`src/rtl/tmr_pkg.sv`:
```
package tmr_pkg;

    typedef enum logic [2:0] {
        ADDR_LOAD   = 3'd0,
        ADDR_COUNT  = 3'd1,
        ADDR_CTRL   = 3'd2,
        ADDR_ACK    = 3'd3,
        ADDR_FRC_LO = 3'd4,
        ADDR_FRC_HI = 3'd5
    } reg_sel_e;

    localparam int CTRL_RUN_BIT  = 7;
    localparam int CTRL_PER_BIT  = 6;
    localparam int CTRL_FAST_BIT = 3;
    localparam int FRC_EN_BIT    = 8;

    typedef struct packed {
        logic run;
        logic periodic;
        logic fast;
    } tmr_cfg_t;

    function automatic tmr_cfg_t decode_ctrl(input logic [7:0] c);
        tmr_cfg_t r;
        r.run      = c[CTRL_RUN_BIT];
        r.periodic = c[CTRL_PER_BIT];
        r.fast     = c[CTRL_FAST_BIT];
        return r;
    endfunction

endpackage

```
`src/rtl/tmr_tick_gen.sv`:
```
module tmr_tick_gen #(
    parameter int DIV = 2
) (
    input  logic clk,
    input  logic rst,
    output logic tick
);
    generate
        if (DIV <= 1) begin : g_pass
            assign tick = 1'b1;
        end else begin : g_div
            localparam int CW = $clog2(DIV);
            localparam logic [CW-1:0] LAST = CW'(DIV - 1);
            logic [CW-1:0] cnt;
            always_ff @(posedge clk) begin
                if (rst)              cnt <= '0;
                else if (cnt == LAST) cnt <= '0;
                else                  cnt <= cnt + 1'b1;
            end
            assign tick = (cnt == LAST);
        end
    endgenerate
endmodule

```
`src/rtl/tmr_periodic.sv`:
```
module tmr_periodic #(
    parameter int W = 16
) (
    input  logic         clk,
    input  logic         rst,
    input  logic         tick,
    input  logic         run,
    input  logic         periodic,
    input  logic         ld_we,
    input  logic [W-1:0] ld_val,
    input  logic         ack,
    output logic [W-1:0] count,
    output logic [W-1:0] reload,
    output logic         expire,
    output logic         irq
);
    assign expire = run && tick && (count == '0);

    always_ff @(posedge clk) begin
        if (rst) begin
            count  <= '0;
            reload <= '0;
        end else begin
            if (ld_we) reload <= ld_val;
            if (!run) begin
                if (ld_we) count <= ld_val;
            end else if (tick) begin
                if (count == '0) count <= periodic ? reload : '1;
                else             count <= count - 1'b1;
            end
        end
    end

    always_ff @(posedge clk) begin
        if (rst)         irq <= 1'b0;
        else if (expire) irq <= 1'b1;
        else if (ack)    irq <= 1'b0;
    end
endmodule

```
`src/rtl/tmr_freerun.sv`:
```
module tmr_freerun #(
    parameter int W = 40
) (
    input  logic         clk,
    input  logic         rst,
    input  logic         tick,
    input  logic         en_we,
    input  logic         en_val,
    output logic         en,
    output logic [W-1:0] cnt
);
    always_ff @(posedge clk) begin
        if (rst) begin
            en  <= 1'b0;
            cnt <= '0;
        end else begin
            if (en_we)       en  <= en_val;
            if (en && tick)  cnt <= cnt + 1'b1;
        end
    end
endmodule

```
`src/rtl/tmr_unit.sv`:
```
module tmr_unit
    import tmr_pkg::*;
#(
    parameter int LOAD_W   = 16,
    parameter int FRC_W    = 40,
    parameter int FAST_DIV = 98,
    parameter int SLOW_DIV = 25000,
    parameter int FRC_DIV  = 51
) (
    input  logic        clk,
    input  logic        rst,
    input  logic        wr_en,
    input  logic [2:0]  addr,
    input  logic [31:0] wdata,
    output logic [31:0] rdata,
    output logic        irq
);
    localparam int HI_W = FRC_W - 32;

    logic              fast_tick, slow_tick, frc_tick, sel_tick;
    logic [7:0]        ctrl_q;
    tmr_cfg_t          cfg;
    logic [LOAD_W-1:0] tmr_count, tmr_reload;
    logic              tmr_expire;
    logic              frc_en;
    logic [FRC_W-1:0]  frc_cnt;
    logic              we_load, we_ctrl, we_ack, we_hi;

    assign we_load = wr_en && (addr == ADDR_LOAD);
    assign we_ctrl = wr_en && (addr == ADDR_CTRL);
    assign we_ack  = wr_en && (addr == ADDR_ACK);
    assign we_hi   = wr_en && (addr == ADDR_FRC_HI);

    tmr_tick_gen #(.DIV(FAST_DIV)) u_fast (.clk(clk), .rst(rst), .tick(fast_tick));
    tmr_tick_gen #(.DIV(SLOW_DIV)) u_slow (.clk(clk), .rst(rst), .tick(slow_tick));
    tmr_tick_gen #(.DIV(FRC_DIV))  u_frct (.clk(clk), .rst(rst), .tick(frc_tick));

    always_ff @(posedge clk) begin
        if (rst)          ctrl_q <= '0;
        else if (we_ctrl) ctrl_q <= wdata[7:0];
    end

    assign cfg      = decode_ctrl(ctrl_q);
    assign sel_tick = cfg.fast ? fast_tick : slow_tick;

    tmr_periodic #(.W(LOAD_W)) u_per (
        .clk(clk), .rst(rst), .tick(sel_tick), .run(cfg.run),
        .periodic(cfg.periodic), .ld_we(we_load), .ld_val(wdata[LOAD_W-1:0]),
        .ack(we_ack), .count(tmr_count), .reload(tmr_reload),
        .expire(tmr_expire), .irq(irq)
    );

    tmr_freerun #(.W(FRC_W)) u_frc (
        .clk(clk), .rst(rst), .tick(frc_tick), .en_we(we_hi),
        .en_val(wdata[FRC_EN_BIT]), .en(frc_en), .cnt(frc_cnt)
    );

    always_comb begin
        rdata = '0;
        case (addr)
            ADDR_LOAD:   rdata[LOAD_W-1:0] = tmr_reload;
            ADDR_COUNT:  rdata[LOAD_W-1:0] = tmr_count;
            ADDR_CTRL:   rdata[7:0]        = ctrl_q;
            ADDR_FRC_LO: rdata             = frc_cnt[31:0];
            ADDR_FRC_HI: begin
                rdata[HI_W-1:0]   = frc_cnt[FRC_W-1:32];
                rdata[FRC_EN_BIT] = frc_en;
            end
            default:     rdata = '0;
        endcase
    end
endmodule

```
`config.mk`:
```
export PLATFORM = sky130hd
export DESIGN_NAME = tmr_unit
export DESIGN_NICKNAME = d
export VERILOG_FILES = /design/src/rtl/tmr_pkg.sv /design/src/rtl/tmr_tick_gen.sv /design/src/rtl/tmr_periodic.sv /design/src/rtl/tmr_freerun.sv /design/src/rtl/tmr_unit.sv
export SDC_FILE = /design/constraint.sdc
export NUM_CORES = 1
export LEC_CHECK = 0
export BUFFER_PORTS_ARGS = -buffer_cell sky130_fd_sc_hd__buf_4
export CAP_MARGIN = 15
export CELL_PAD_IN_SITES_DETAIL_PLACEMENT = 0
export CELL_PAD_IN_SITES_GLOBAL_PLACEMENT = 1
export CORE_ASPECT_RATIO = 2
export CORE_UTILIZATION = 44
export DETAILED_ROUTE_END_ITERATION = 8
export GPL_TIMING_DRIVEN = 0
export PLACE_DENSITY_LB_ADDON = 0.1
export SYNTH_ARGS = -nofsm -noshare
export SYNTH_HDL_FRONTEND = slang
export SYNTH_SLANG_ARGS = --single-unit
```
`constraint.sdc`:
```
create_clock -name clk -period 3 [get_ports clk]
set_input_delay 0.3 -clock clk [delete_from_list [all_inputs] [get_ports clk]]
set_output_delay 0.3 -clock clk [all_outputs]
set_load 0.03 [all_outputs]
```
==> results of run 1 <==
-- worst max-delay path: stages (launching register included) --
cell	delay, ps
dfxtp_1	340
or4_1	500
or4_1	520
o221ai_2	450
clkbuf_1	540
a311oi_1	190
-- how the worst min path moves through the flow --
stage | to | depth (start not counted)
2_1_floorplan | u_frct.g_div.cnt[0] | 1
3_3_place_gp | u_frct.g_div.cnt[0] | 1
3_5_place_dp | u_slow.g_div.cnt[0] | 1
4_1_cts | u_per.reload[11] | 3
5_1_grt | u_per.reload[3] | 3
6_report | u_per.reload[11] | 3
-- registers in the layout (all words and copies together) (netlist names) --
name / count
u_slow.g_div.cnt: 15
u_frct.g_div.cnt: 6
u_per.count: 16
u_per.irq: 1
u_per.reload: 16
ctrl_q: 8
u_frc.cnt: 40
u_frc.en: 1
u_fast.g_div.cnt: 7
-- repair_timing --
action,4_1_cts,5_1_grt
endpoints found under the setup margin,0,11
gates resized for setup,0,2
buffers inserted,0,0
hold endpoints to repair,0,0
-- report_power, final --
group,switching (mW),internal [mW],total (mW),leakage [nW]
sequential,0.0268,1.48,1.51,0.890
clock,0.609,0.608,1.22,0.144
combinational,0.220,0.126,0.346,1.37
-- metrics by stage --
stage                     worst slack (ps)  hold slack (ps)  power (mW)  instances
after detailed placement             37.72            449.5       1.883        941
after global placement              -77.66            440.6       1.876        941
final                                287.8            201.9       3.073        958
after floorplan                      573.8            429.7       1.761        737
after global routing                 144.2            203.1       3.186        958
after CTS                            12.23            200.8       3.082        957
-- layer usage --
layer	share of wire [%]	GRT usage [%]	routed length [microns]
met2	54	50.11	9861
met4	5.3	16.04	971
met5	0	0	0
met3	3.9	4.125	717
met1	36	27.63	6625
-- area by class of cell --
cell class | count | area (sq um)
fill | 1275 | 6252
buffer | 44 | 186.4
clock buffer | 10 | 239.0
sequential | 110 | 2202
tap | 152 | 190.2
clock inverter | 6 | 61.31
timing repair buffer | 53 | 395.4
inverter | 22 | 82.58
multi-input combinational | 561 | 3457
-- cells in the mapped netlist (7+ instances only) --
cell	n	area share [%]
xor2_1	24	3.6
or3_1	11	1.2
nor4_1	13	1.4
o211ai_1	11	1.4
nor3_1	12	1.0
and2_1	21	2.2
a311oi_1	14	2.1
nand2_1	102	6.5
buf_1	7	0.44
nand3_1	26	2.2
xnor2_1	29	4.3
and3_1	14	1.5
a21oi_1	49	4.1
ha_1	8	1.7
mux4_2	7	2.7
dfxtp_1	110	37
o21ai_0	25	2.1
nand4_1	16	1.7
or4_1	11	1.4
nor2_1	91	5.8
clkbuf_1	33	2.1
and4_1	7	1.0
mux2i_1	12	2.0
inv_1	21	1.3
-- cell families after synthesis --
kind of cell / share of synthesized area, %
fa+ha+maj: 1.693
buf+inv: 4.529
compound gates: 12.95
flops: 37.25
xor+xnor: 7.852
simple gates: 30.20
mux: 5.524
==> results.tsv, run 1 <==
metric	value	unit
outcome	finished, violations left	
violated checks	DRC	
ys flop type	dfxtp_1	
CTS Buf Count	9	
Setup Skew	11.32	ps
CTS tree	yes	
DRT iter0 DRCs	273	
MaxCap Viol Count	0	
leakage	2.400	nW
synth-to-layout area growth	15.26	%
register area share after synthesis	37.25	%
DRT Pass-1 Iters	7	
via count	5547	
VDD IR-drop max	0.2787	mV
FFs w/ async S/R, synth	0	%
worst r2r src	u_slow.g_div.cnt[12]	
CTS clk-pin slew, worst paths	80	ps
Synth warnings	0	
Post-synth EDFFs	0	
crit end category	flop	
Sink Count	110	
Worst-Margin Slew	1141	ps
RR Endpoint	u_per.count[8]	
fin. max-slew vios	0	
Port Buffer Count	52	
WP data required	3200	ps
Starting Density	45.25	%
Cell Pwr Density	451.0	nW/um^2
CP Launch Type	flop	
commonest non-fill, non-tap cell in the layout	dfxtp_1	
largest net degree at the start of global routing	21	
Die Width	83.97	microns
final setup fails	0	
Max-slew headroom	23.27	%
root buffer cell	clkbuf_16	
CP startpoint	u_slow.g_div.cnt[12]	
clk buf depth	2	
DIE HEIGHT	165.9	microns
syn nets	783	
nets	847	
CP endpoint	u_per.count[8]	
syn_area_per_cell	8.022	sq um
H-tree depth	3	
R2R cell count	5	
Rows	59	
Post-Syn Area	5912	sq um
class of the worst hold path	in -> reg	
first-pass GRT wire length	29.22	mm
Yosys reg bits	110	
RSZ-0062 raised after global routing	false	
Die ar.	13930	sq um
fin crit period	2712	ps
Final Util	52.15	%
HP Start	wdata[11]	
clk_lat worst skew	360	ps
Period Utilization, post-route	90.41	%
Worst EP arrival	2910	ps
gr usage total	26.87	%
post-route ant nets	0	
Vias per Instance	5.790	
setup TNS	0	ps
Reg2Reg Setup Slack	290	ps
total gr overflow	0	
Ant. Diodes	0	
most frequent cells in the layout	dfxtp_1 (110), nand2_1 (102), nor2_1 (91)	
area post-placement	6499	sq um
# DRC	4	
Syn Inst Count	737	
number of antenna violations at the first check in global routing	0	
number of global-route vias before repair	5593	
Setup CP Type	reg -> reg	
cell area after layout	6814	sq um
routed wire length	18.18	mm
layout cells sized above 1	11.79	%
Top-Level Pins	71	
distinct cell type count of the synthesized netlist	56	
WL per Instance	18.97	microns
hpwl dp	14.30	mm
core area	13070	sq um
final hold vios	0	
Max Fclk	368.7	MHz
crit path max fanout	10	
Hold-fix buffers, CTS	0	
RePlAce Congestion	0.9358	
Note: power is estimated with default switching activity, not from simulation.
==> inputs of run 2 (changes only) <==
- CAP_MARGIN: 15 -> 0
- CORE_UTILIZATION: 44 -> 47
- clock period: 3 -> 3.2 ns (I/O delays scaled with it)
==> results.tsv, run 2 (same netlist as run 1, synthesis figures left out) <==
metric	value	unit	change
outcome	completed		was finished, violations left
crit end category	flop		unchanged
Top-Level Pins	71		unchanged
combinational group share of total power	11.4	%	was 11.2%
WL per Instance	18.98	microns	was 18.97 microns
Port Buffer Count	52		unchanged
total gr overflow	0		unchanged
largest registers	u_frc.cnt x40, u_per.count x16, u_per.reload x16		unchanged
Period Utilization, post-route	92.74	%	was 90.41%
nets	847		unchanged
# DRC	0		was 4
CTS tree	yes		unchanged
setup TNS	0	ps	unchanged
Sink Count	110		unchanged
clk_lat worst skew	360	ps	about the same
final setup fails	0		unchanged
Starting Density	48.48	%	was 45.25%
largest register by flop count	u_frc.cnt		unchanged
Vias per Instance	5.941		was 5.790
Ant. Diodes	0		unchanged
fin. max-slew vios	0		unchanged
RSZ-0062 raised after global routing	false		unchanged
commonest non-fill, non-tap cell in the layout	dfxtp_1		unchanged
Worst EP arrival	3170	ps	was 2910 ps
class of the worst hold path	in -> reg		unchanged
layout cells sized above 1	11.68	%	was 11.79%
switching power	779.4	uW	was 855.3 uW
gr usage total	29.04	%	was 26.87%
leakage	2.393	nW	was 2.400 nW
hpwl dp	14.24	mm	was 14.30 mm
number of global-route vias before repair	5657		was 5593
H-tree depth	3		unchanged
post-CTS setup repair buffer count	0		unchanged
Hold WS	214.7	ps	was 201.9 ps
synth-to-layout area growth	14.77	%	was 15.26%
Rows	57		was 59
largest net degree at the start of global routing	19		was 21
Sequential Power Share	49.8	%	was 49.1%
RePlAce Congestion	0.9243		was 0.9358
CP Launch Type	flop		unchanged
crit path max fanout	10		unchanged
max reg flops	40		unchanged
CTS resizes	0		unchanged
Hold Path End	u_per.reload[15]		was u_per.reload[11]
Die Width	81.31	microns	was 83.97 microns
VDD IR-drop max	0.2828	mV	was 0.2787 mV
FF/Latch Area	2202	sq um	unchanged
WP data required	3400	ps	was 3200 ps
Fill cells	1205		was 1275
routed wire length	18.07	mm	was 18.18 mm
RR Endpoint	u_per.count[9]		was u_per.count[8]
most frequent cells in the layout	dfxtp_1 (110), nand2_1 (102), nor2_1 (91)		unchanged
CTS clk-pin slew, worst paths	80	ps	about the same
clock share of power	38.8	%	was 39.6%
Worst-Margin Slew	1295	ps	was 1141 ps
first-pass GRT wire length	28.32	mm	was 29.22 mm
Net Sw Frac	27.41	%	was 27.83%
Die ar.	13060	sq um	was 13930 sq um
Hold-fix buffers, CTS	0		unchanged
HP Start	wdata[15]		was wdata[11]
MaxCap Viol Count	0		unchanged
final hold vios	0		unchanged
area occupied by multi-input gates	3448	sq um	was 3457 sq um
root buffer cell	clkbuf_16		unchanged
Cell Pwr Density	419.1	nW/um^2	was 451.0 nW/um^2
worst r2r src	u_per.count[0]		was u_slow.g_div.cnt[12]
post-route ant nets	0		unchanged
Power Internal	2.064	mW	was 2.218 mW
Reg2Reg Setup Slack	230	ps	was 290 ps
DRT iter0 DRCs	286		was 273
Max Fclk	337.0	MHz	was 368.7 MHz
fin crit period	2968	ps	was 2712 ps
DIE HEIGHT	160.6	microns	was 165.9 microns
Hold Path Stages	3		unchanged
Max-slew headroom	13.48	%	was 23.27%
R2R cell count	8		was 5
via count	5656		was 5547
Setup Skew	8.119	ps	was 11.32 ps
DRT Pass-1 Iters	5		was 7
CTS Buf Count	9		unchanged
clk buf depth	2		unchanged
core area	12200	sq um	was 13070 sq um
Setup CP Type	reg -> reg		unchanged
number of antenna violations at the first check in global routing	0		unchanged
-- run 2: per-stage QoR --
step / power [mW] / setup WS [ps] / utilization, % / cells / area (sq um)
global route: 2.936 / 11.90 / 55.64 / 952 / 6785
global placement: 1.761 / -479.0 / 53.19 / 936 / 6486
floorplan: 1.651 / 733.8 / - / 737 / 5912
CTS: 2.864 / 78.57 / 55.63 / 952 / 6784
detailed placement: 1.767 / 95.41 / 53.30 / 937 / 6500
finish: 2.844 / 232.4 / 55.64 / 952 / 6785
-- run 2: metal layers --
metal  vias to the layer above  routed length [microns]  track usage, %
li1                       2727                        -               -
met1                      2704                     6233           26.93
met2                       168                    10280           55.53
met3                        57                      672           4.602
met4                         0                      877           17.61
met5                         -                        0               0
-- run 2: area by class of cell --
type	count	area share (%)
plain buffers	44	2.748
repair buffers	53	5.864
clock inverters	5	0.6638
flip-flops and latches	110	32.45
inverters	22	1.217
clock buffers	10	3.522
well taps	147	2.711
multi-input cells	561	50.82
-- run 2: how the worst max path moves through the flow --
stage                         startpoint             end
after floorplan                  addr[0]       rdata[10]
after global placement           addr[0]  u_per.count[3]
after detailed placement         addr[0]       rdata[15]
after CTS                        addr[0]       rdata[15]
after global routing      u_per.count[1]  u_per.count[9]
final                     u_per.count[0]  u_per.count[9]
-- run 2: power groups by stage --
stage | registers (mW) | clock network (mW) | logic [mW]
2_1_floorplan | 1.44 | 0 | 0.212
3_3_place_gp | 1.44 | 0 | 0.316
3_5_place_dp | 1.45 | 0 | 0.320
4_1_cts | 1.41 | 1.13 | 0.321
5_1_grt | 1.42 | 1.17 | 0.352
6_report | 1.41 | 1.10 | 0.325
-- run 2: critical path, cell delays in order, from the launching register on --
cell and delay [ps]:
dfxtp_1 390, inv_1 110, ha_1 180, nor4b_1 990, nand2_1 170, clkbuf_1 280
or4_1 440, o211ai_1 130, a311oi_1 130
